### src/rtl/psr_pkg.sv
// Package: shared constants and types for the status register unit.
// Assumes a 32-bit status word with the flags in the top four bits.
package psr_pkg;
    localparam int PSR_W    = 32;
    localparam int CTRL_W   = 8;
    localparam int MODE_W   = 5;
    localparam int FLAG_LO  = PSR_W - 4;

    typedef enum logic [1:0] {
        ALU_ADD       = 2'b00,
        ALU_SUB       = 2'b01,
        ALU_LOGIC     = 2'b10,
        ALU_LOGIC_ALT = 2'b11
    } alu_op_e;

    typedef struct packed {
        logic n;
        logic z;
        logic c;
        logic v;
    } nzcv_t;

    localparam logic [MODE_W-1:0] MODE_USER = 5'b10000;
    localparam logic [PSR_W-1:0]  PSR_RESET = 32'h0000_00D3;
endpackage

### src/rtl/psr_flag_calc.sv
// Module: psr_flag_calc
// Derives N, Z, C and V from the ALU operands, result and operation class.
// Assumes alu result is supplied by the ALU; carry is recomputed from operands
// by comparison. Logical ops pass the previous C and V through.
module psr_flag_calc
    import psr_pkg::*;
#(
    parameter int DATA_W = 32
) (
    input  alu_op_e           op,
    input  logic [DATA_W-1:0] a,
    input  logic [DATA_W-1:0] b,
    input  logic [DATA_W-1:0] res,
    input  logic              c_prev,
    input  logic              v_prev,
    output nzcv_t             flags
);
    localparam int MSB = DATA_W - 1;

    logic add_carry;
    logic sub_carry;
    logic add_ovf;
    logic sub_ovf;

    // Carry and overflow candidates for both arithmetic classes.
    always_comb begin
        add_carry = (a > ~b);
        sub_carry = (a >= b);
        add_ovf   = (a[MSB] == b[MSB]) && (res[MSB] != a[MSB]);
        sub_ovf   = (a[MSB] != b[MSB]) && (res[MSB] != a[MSB]);
    end

    // Select the flag set for the current operation class.
    always_comb begin
        flags.n = res[MSB];
        flags.z = (res == '0);
        unique case (op)
            ALU_ADD: begin
                flags.c = add_carry;
                flags.v = add_ovf;
            end
            ALU_SUB: begin
                flags.c = sub_carry;
                flags.v = sub_ovf;
            end
            default: begin
                flags.c = c_prev;
                flags.v = v_prev;
            end
        endcase
    end

    // Immediate checks on operand corner cases.
    always_comb begin
        if (op == ALU_ADD && a[MSB] && b[MSB]) begin
            assert_add_top_carry_R4: assert (flags.c);
        end
        if (op == ALU_ADD && a[MSB] != b[MSB]) begin
            assert_add_mixed_no_ovf_R6: assert (!flags.v);
        end
        if (op == ALU_SUB && a == b) begin
            assert_sub_equal_no_borrow_R5: assert (flags.c && !flags.v);
        end
        if (op == ALU_SUB && a[MSB] == b[MSB]) begin
            assert_sub_same_sign_no_ovf_R7: assert (!flags.v);
        end
        if (op == ALU_LOGIC || op == ALU_LOGIC_ALT) begin
            assert_logic_keeps_cv_R8: assert (flags.c == c_prev && flags.v == v_prev);
        end
    end
endmodule

### src/rtl/psr_write_merge.sv
// Module: psr_write_merge
// Forms the word stored on a software write, protecting the control byte
// while the current mode is user mode. Assumes mode sits in the low bits.
module psr_write_merge
    import psr_pkg::*;
#(
    parameter int WORD_W = PSR_W,
    parameter int LOW_W  = CTRL_W
) (
    input  logic [WORD_W-1:0] cur,
    input  logic [WORD_W-1:0] wdata,
    output logic [WORD_W-1:0] merged
);
    logic privileged;

    // Any mode other than user may rewrite the control byte.
    always_comb begin
        privileged = (cur[MODE_W-1:0] != MODE_USER);
        if (privileged) begin
            merged = wdata;
        end else begin
            merged = {wdata[WORD_W-1:LOW_W], cur[LOW_W-1:0]};
        end
    end

    // Unprivileged merge must leave the low byte untouched.
    always_comb begin
        if (!privileged) begin
            assert_user_ctrl_kept_R11: assert (merged[LOW_W-1:0] == cur[LOW_W-1:0]);
        end
    end
endmodule

### src/rtl/psr_unit.sv
// Module: psr_unit (top)
// Holds the 32-bit status word. Flags update from ALU inputs when flag_en is
// high; a software write takes priority and is gated by privilege.
// Assumes synchronous active-low reset.
module psr_unit
    import psr_pkg::*;
#(
    parameter int DATA_W = 32
) (
    input  logic              clk,
    input  logic              rst_n,
    input  logic              flag_en,
    input  logic [1:0]        alu_op,
    input  logic [DATA_W-1:0] opnd_a,
    input  logic [DATA_W-1:0] opnd_b,
    input  logic [DATA_W-1:0] alu_result,
    input  logic              sw_we,
    input  logic [PSR_W-1:0]  sw_wdata,
    output logic [PSR_W-1:0]  psr_q
);
    localparam int BIT_N = PSR_W - 1;
    localparam int BIT_Z = PSR_W - 2;
    localparam int BIT_C = PSR_W - 3;
    localparam int BIT_V = PSR_W - 4;

    nzcv_t              new_flags;
    logic [PSR_W-1:0]   sw_word;
    logic [PSR_W-1:0]   psr_r;

    psr_flag_calc #(.DATA_W(DATA_W)) u_flags (
        .op     (alu_op_e'(alu_op)),
        .a      (opnd_a),
        .b      (opnd_b),
        .res    (alu_result),
        .c_prev (psr_r[BIT_C]),
        .v_prev (psr_r[BIT_V]),
        .flags  (new_flags)
    );

    psr_write_merge #(.WORD_W(PSR_W), .LOW_W(CTRL_W)) u_merge (
        .cur    (psr_r),
        .wdata  (sw_wdata),
        .merged (sw_word)
    );

    // Status word register: reset, software write, then flag update.
    always_ff @(posedge clk) begin
        if (!rst_n) begin
            psr_r <= PSR_RESET;
        end else if (sw_we) begin
            psr_r <= sw_word;
        end else if (flag_en) begin
            psr_r <= {new_flags, psr_r[FLAG_LO-1:0]};
        end
    end

    assign psr_q = psr_r;

    assert_idle_hold_R2: assert property (@(posedge clk) disable iff (!rst_n)
        (!sw_we && !flag_en) |=> $stable(psr_q));

    assert_flag_low_kept_R9: assert property (@(posedge clk) disable iff (!rst_n)
        (flag_en && !sw_we) |=> psr_q[FLAG_LO-1:0] == $past(psr_q[FLAG_LO-1:0]));

    assert_zero_flag_R3: assert property (@(posedge clk) disable iff (!rst_n)
        (flag_en && !sw_we && alu_result == '0) |=> psr_q[BIT_Z]);

    assert_neg_flag_R3: assert property (@(posedge clk) disable iff (!rst_n)
        (flag_en && !sw_we) |=> psr_q[BIT_N] == $past(alu_result[DATA_W-1]));

    assert_logic_cv_R8: assert property (@(posedge clk) disable iff (!rst_n)
        (flag_en && !sw_we && alu_op[1]) |=> psr_q[BIT_C:BIT_V] == $past(psr_q[BIT_C:BIT_V]));

    assert_user_write_R11: assert property (@(posedge clk) disable iff (!rst_n)
        (sw_we && psr_q[MODE_W-1:0] == MODE_USER) |=> psr_q[CTRL_W-1:0] == $past(psr_q[CTRL_W-1:0]));

    assert_sw_priority_R12: assert property (@(posedge clk) disable iff (!rst_n)
        (sw_we && flag_en) |=> psr_q[PSR_W-1:CTRL_W] == $past(sw_wdata[PSR_W-1:CTRL_W]));

    assert_priv_write_R10: assert property (@(posedge clk) disable iff (!rst_n)
        (sw_we && psr_q[MODE_W-1:0] != MODE_USER) |=> psr_q == $past(sw_wdata));
endmodule

### config.mk
export PLATFORM = sky130hd
export DESIGN_NAME = psr_unit
export DESIGN_NICKNAME = d
export VERILOG_FILES = /design/src/rtl/psr_pkg.sv /design/src/rtl/psr_flag_calc.sv /design/src/rtl/psr_write_merge.sv /design/src/rtl/psr_unit.sv
export SDC_FILE = /design/constraint.sdc
export NUM_CORES = 1
export LEC_CHECK = 0
export BUFFER_PORTS_ARGS = -buffer_cell sky130_fd_sc_hd__buf_4
export CAP_MARGIN = 5
export CORE_UTILIZATION = 45
export DETAILED_ROUTE_END_ITERATION = 16
export PLACE_DENSITY = 0.91
export SKIP_CTS_REPAIR_TIMING = 1
export SLEW_MARGIN = 20
export SYNTH_ARGS = -nofsm -noshare
export SYNTH_HDL_FRONTEND = slang
export SYNTH_SLANG_ARGS = --single-unit
### constraint.sdc
create_clock -name clk -period 2.01 [get_ports clk]
set_input_delay 0.1005 -clock clk [delete_from_list [all_inputs] [get_ports clk]]
set_output_delay 0.1005 -clock clk [all_outputs]
set_load 0.01 [all_outputs]
== Yosys cells after proc, flatten, opt, wreduce, memory -nomap -nowiden ==
Index checks and enable logic that the tools add are counted.

* $lt $le $gt $ge: 2
* Equal/unequal tests: 5
* Multiplexer cells: 4
* Bitwise logic cells: 1
* Reductions and logical operators: 8

{| class="wikitable"
|+ Operators by type and width
! cell !! number
|-
| 2-to-1 mux 32 bit || 2
|-
| greater-or-equal comparator 32 bit || 1
|-
| > comparator 32 bit || 1
|-
| zero test 32 bit || 1
|-
| inverter 32 bit || 1
|-
| 2-to-1 mux 8 bit || 1
|-
| != test 5 bit (second input constant) || 1
|-
| one-hot mux 2 bit (2 select lines) || 1
|-
| AND reduction 2 bit || 2
|-
| nonzero test 3 bit || 1
|-
| equality test 2 x 1 -> 1 bit (second input constant) || 1
|-
| logical AND 1 bit || 2
|-
| zero test 2 bit || 1
|-
| != test 1 bit || 2
|-
| nonzero test 2 bit || 1
|-
| equality test 1 bit || 1
|}

* Register bits: 32
* Input port bits: 134
* Output and inout bits: 32
* Word-level logic and storage cells: 24

== Longest topological paths before layout ==
* Word-level depth: 5
* Mapped depth: 8
* Depth with buffers taken out: 8

== Cells and area by module ==
From an unflattened synthesis, not the netlist that was laid out.

* Cell total of the unflattened synthesis: 361
* Area total of the unflattened synthesis: 3213.1 µm²

{| class="wikitable"
|+ By module, submodules not included
! module !! instances !! cells each !! area an instance (µm²) !! seq. area each (µm²)
|-
| psr_flag_calc || 1 || 220 || 1657.8 || 0.0
|-
| psr_unit || 1 || 107 || 1272.5 || 640.6
|-
| psr_write_merge || 1 || 34 || 282.8 || 0.0
|}

== Least setup slack after synthesis ==
Ideal clock, no wire load.

* Path kind: input-to-reg
* Start point: input opnd_b[14]
* End point: register psr_r[29], in the netlist psr_q[29]
* Library setup time: 0.129 ns
* Data arrival time: 1.415 ns
* Data required time: 1.881 ns
* Slack: 0.466 ns
* Cell stages on the path: 8
* Path buffers: 0
* Cell sequence: inv_1 ha_1 nor4_2 nand3_1 and4bb_1 o2bb2ai_1 a41o_1 a31oi_1

* Cells in the longest elaborated chain, start to end: 5
* Elaborated cells on any way between the ends: 6
* Those cells by class: order compare (2); mux (3); bitwise (1)

{| class="wikitable"
|+ Ends and longest elaborated chain
! what !! RTL line !! source
|-
| start, declared || psr_unit.sv:15 || <nowiki>input logic [DATA_W-1:0] opnd_b,</nowiki>
|-
| inverter 32 bit || psr_flag_calc.sv:27 || <nowiki>add_carry = (a > ~b);</nowiki>
|-
| > comparator 32 bit || psr_flag_calc.sv:27 ||
|-
| one-hot mux 2 bit (2 select lines) * || psr_flag_calc.sv:37 || <nowiki>unique case (op)</nowiki>
|-
| 2-to-1 mux 32 bit * || psr_unit.sv:52 || <nowiki>end else if (flag_en) begin</nowiki>
|-
| 2-to-1 mux 32 bit * || psr_unit.sv:50 || <nowiki>end else if (sw_we) begin</nowiki>
|-
| end signal, assigned || psr_unit.sv:51 || <nowiki>psr_r <= sw_word;</nowiki>
|-
| end signal, assigned || psr_unit.sv:53 || <nowiki>psr_r <= {new_flags, psr_r[FLAG_LO-1:0]};</nowiki>
|-
| end, declared || psr_unit.sv:28 || <nowiki>logic [PSR_W-1:0] psr_r;</nowiki>
|}

Every way passes the cells marked *; elsewhere a longest branch is shown, timed or not. The select of a mux whose other input is x is not followed.
A chain may end at the register's enable or synchronous reset.

== Worst setup path in the final report ==
* Start point: input opnd_a[31]
* End point: register psr_r[29], in the netlist psr_q[29]

* Cells in the longest elaborated chain, start to end: 4
* Elaborated cells on any way between the ends: 5
* Those cells by class: order compare (2); mux (3)

{| class="wikitable"
|+ Ends and longest elaborated chain
! what !! RTL line !! source
|-
| start, declared || psr_unit.sv:14 || <nowiki>input logic [DATA_W-1:0] opnd_a,</nowiki>
|-
| greater-or-equal comparator 32 bit or > comparator 32 bit (tied branches) || psr_flag_calc.sv:28, psr_flag_calc.sv:27 ||
|-
| one-hot mux 2 bit (2 select lines) * || psr_flag_calc.sv:37 ||
|-
| 2-to-1 mux 32 bit * || psr_unit.sv:52 ||
|-
| 2-to-1 mux 32 bit * || psr_unit.sv:50 ||
|}

Marks and branches as above.

==> impl_metrics.yaml <==
outcome:
  status: "finished clean"
worst_setup_path:
  slowest_stage: "nor3b_1"
  path_cells: "buf_4 -> ha_1 -> nand4_1 -> nor3b_1 -> nand3_1 -> a31oi_1 -> o31ai_1 -> a31oi_1"
  worstSetupPathType: "primary input to register"
  arrival_ns: 1.74
  critPathMaxStageDelay_ns: 0.44
  cp-start-kind: "primary input"
  crit_path_frequent_cell: "a31oi_1"
  cp_num_buf_inv: 1
  crit_family: "simple AND/OR/NAND/NOR gates"
  cp.required_ns: 2.20
  crit_fanout: 5
  endpoint_kind: "register"
synthesis:
  yosys_warnings: 0
  syn_nets: 539
  avgSynthCellArea_um2: 8.46
  synth_xor_area_share_pct: 0.607
  yosys.area_share.adder_pct: 27.8
  synthFlopType: "dfxtp_1"
  synth-simple-area-share_pct: 18.3
  synth.area.mux_share_pct: 10.1
  yosysTopAreaCellShare_pct: 27.8
  synth_top_family_by_area: "adder cells"
  synthTopCellsByArea: "ha_1 (28%), dfxtp_1 (22%), mux2i_1 (10%), inv_1 (6.0%), nor2_1 (5.2%)"
  syn_inst: 341
  synth-seq-cells: 32
  synth_top_cell_by_area: "ha_1"
  yosysSeqAreaShare_pct: 22.2
  synth_edf_count: 0
  synth-compound-area-share_pct: 13.4
  netlist_area_mm2: 0.00288
  ys_types: 44
  async_reset_ff_share_pct: 0
flow_run:
  cap_violations: 0
sta:
  fmax_mhz: 648
  drv_slew: 0
  rsz0062_at_grt: "false"
  final_hold_viol_count: 0
  relSlewSlack_pct: 48.6
  finalSetupViolations: 0
  fin_ws_ns: 0.467
  worstMarginPinSlew_ns: 0.767
  finClkSkew_ns: 0.00238
  finalWorstPathRequiredPeriod_ns: 1.54
  holdWs_ns: 0.0272
  tns_ns: 0
  finalCritPeriodShare_pct: 76.8
drt:
  wirelength_mm: 8.69
  drtPass1Iterations: 5
  drcViolationCount: 0
  ant_nets: 0
  routed_via_density: 5.31
  drtIter0Drc: 47
  vias: 3088
  routedWlPerCell_um: 14.9
floorplanning:
  start_util_pct: 47.6
  ioPinCount: 166
  die_w_um: 82.1
  core_area_mm2: 0.00606
  die_y_um: 82.1
  dieArea_mm2: 0.00673
  rows: 28
clock_tree:
  clock_sinks: 32
  clk_latency_ns: 0.28
  cts.clk_slew.worst_paths_ns: 0.07
  numCtsBuffers: 5
  tritoncts: "done"
  cts_max_level: 2
  clock_path_buffers: 2
  cts-root-buf: "clkbuf_8"
final_layout:
  drive_above_1_share_pct: 35.7
  num_antenna_cells: 0
  final_cell_mix: "buf_4 (166), ha_1 (64), inv_1 (46)"
  area_growth_pct: 48.2
  largest_reg_flops: 32
  num-nets-final: 704
  layout_commonest_cell: "buf_4"
  design_area_mm2: 0.00428
  instances_no_fill: 582
global_routing:
  grt_pass1_wl_mm: 12.9
  antenna_found_initial: 0
  grt_max_degree: 34
  grt_pass1_vias: 3162
  grt_overflow: 0
  grt.total_usage_pct: 25.1
worst_hold_path:
  min_path_type: "primary input to register"
power_and_ir_drop:
  powerDensity_mw_per_mm2: 444
  cellLeakagePower_nw: 2.31
  ir_drop_uv: 540
place:
  place_ws_ns: 0.207
  place_congestion: 0.820
  placed_area_mm2: 0.00418
  port_buffers: 165
  dpl.cell_count: 574
  hpwl_mm: 7.37
worst register-to-register path: cells and delay by family, from the launching register on:
kind            cells  cell delay, ns
simple gates        2            0.16
compound gates      1            0.29
mux                 1            0.22
buf+inv             1            0.25
flops               1            0.37
per-layer routing:
layer	vias to the layer above	routed length, um	track usage [%]
met3	24	586	5.22
met4	0	210	8.60
met2	131	4790	50.8
li1	1510	-	-
met1	1423	3100	24.4
met5	-	0	0
logic make-up after synthesis:
| group | Yosys count |
|---|---|
| AOI/OAI and AO/OA | 60 |
| xor gates and xnor gates | 2 |
| adders and majority gates | 64 |
| buffers and inverters | 55 |
| DFF | 32 |
| muxes | 29 |
| and+or+nand+nor | 99 |
metrics by stage:
stage	utilization, %	total power, mW
3_3_place_gp	69.0	1.36
2_1_floorplan	-	1.03
4_1_cts	70.5	1.91
3_5_place_dp	69.0	1.39
5_1_grt	70.5	2.01
6_report	70.5	1.90
report_power, final:
| part | switching, mW | internal (mW) |
|---|---|---|
| registers | 0.0233 | 0.673 |
| logic | 0.311 | 0.371 |
| clock network | 0.242 | 0.278 |
worst paths after layout:
check | cells past startpoint | end | slack (ns) | startpoint
worst max-delay path | 8 | psr_q[29]$_SDFFE_PN0P_ | 0.47 | opnd_a[31]
worst min-delay path | 2 | psr_q[1]$_SDFFE_PN1P_ | 0.03 | rst_n
worst max register to register | 5 | psr_q[6]$_SDFFE_PN1P_ | 0.62 | psr_q[1]$_SDFFE_PN1P_
worst min register to register | 2 | psr_q[7]$_SDFFE_PN1P_ | 0.49 | psr_q[7]$_SDFFE_PN1P_
cells in the mapped netlist, types with 3 or more instances:
library cell,n
inv_1,46
nor2_1,40
nand3_1,6
nand2_1,13
nor4_1,8
ha_1,64
nor2b_1,5
nor3_1,6
a21oi_1,27
dfxtp_1,32
o21bai_1,4
nor4_2,3
nand4_1,6
o21ai_0,9
mux2i_1,29
buf_2,4
cell type report:
cell class                      instances  area, um2
Multi-Input combinational cell        254       2020
Fill cell                             464       1790
Timing Repair Buffer                  166       1250
Sequential cell                        32        641
Inverter                               47        176
Tap cell                               75       93.8
Clock buffer                            7       86.3
Clock inverter                          1       7.51
No activity file was read; power rests on OpenSTA's default activity.
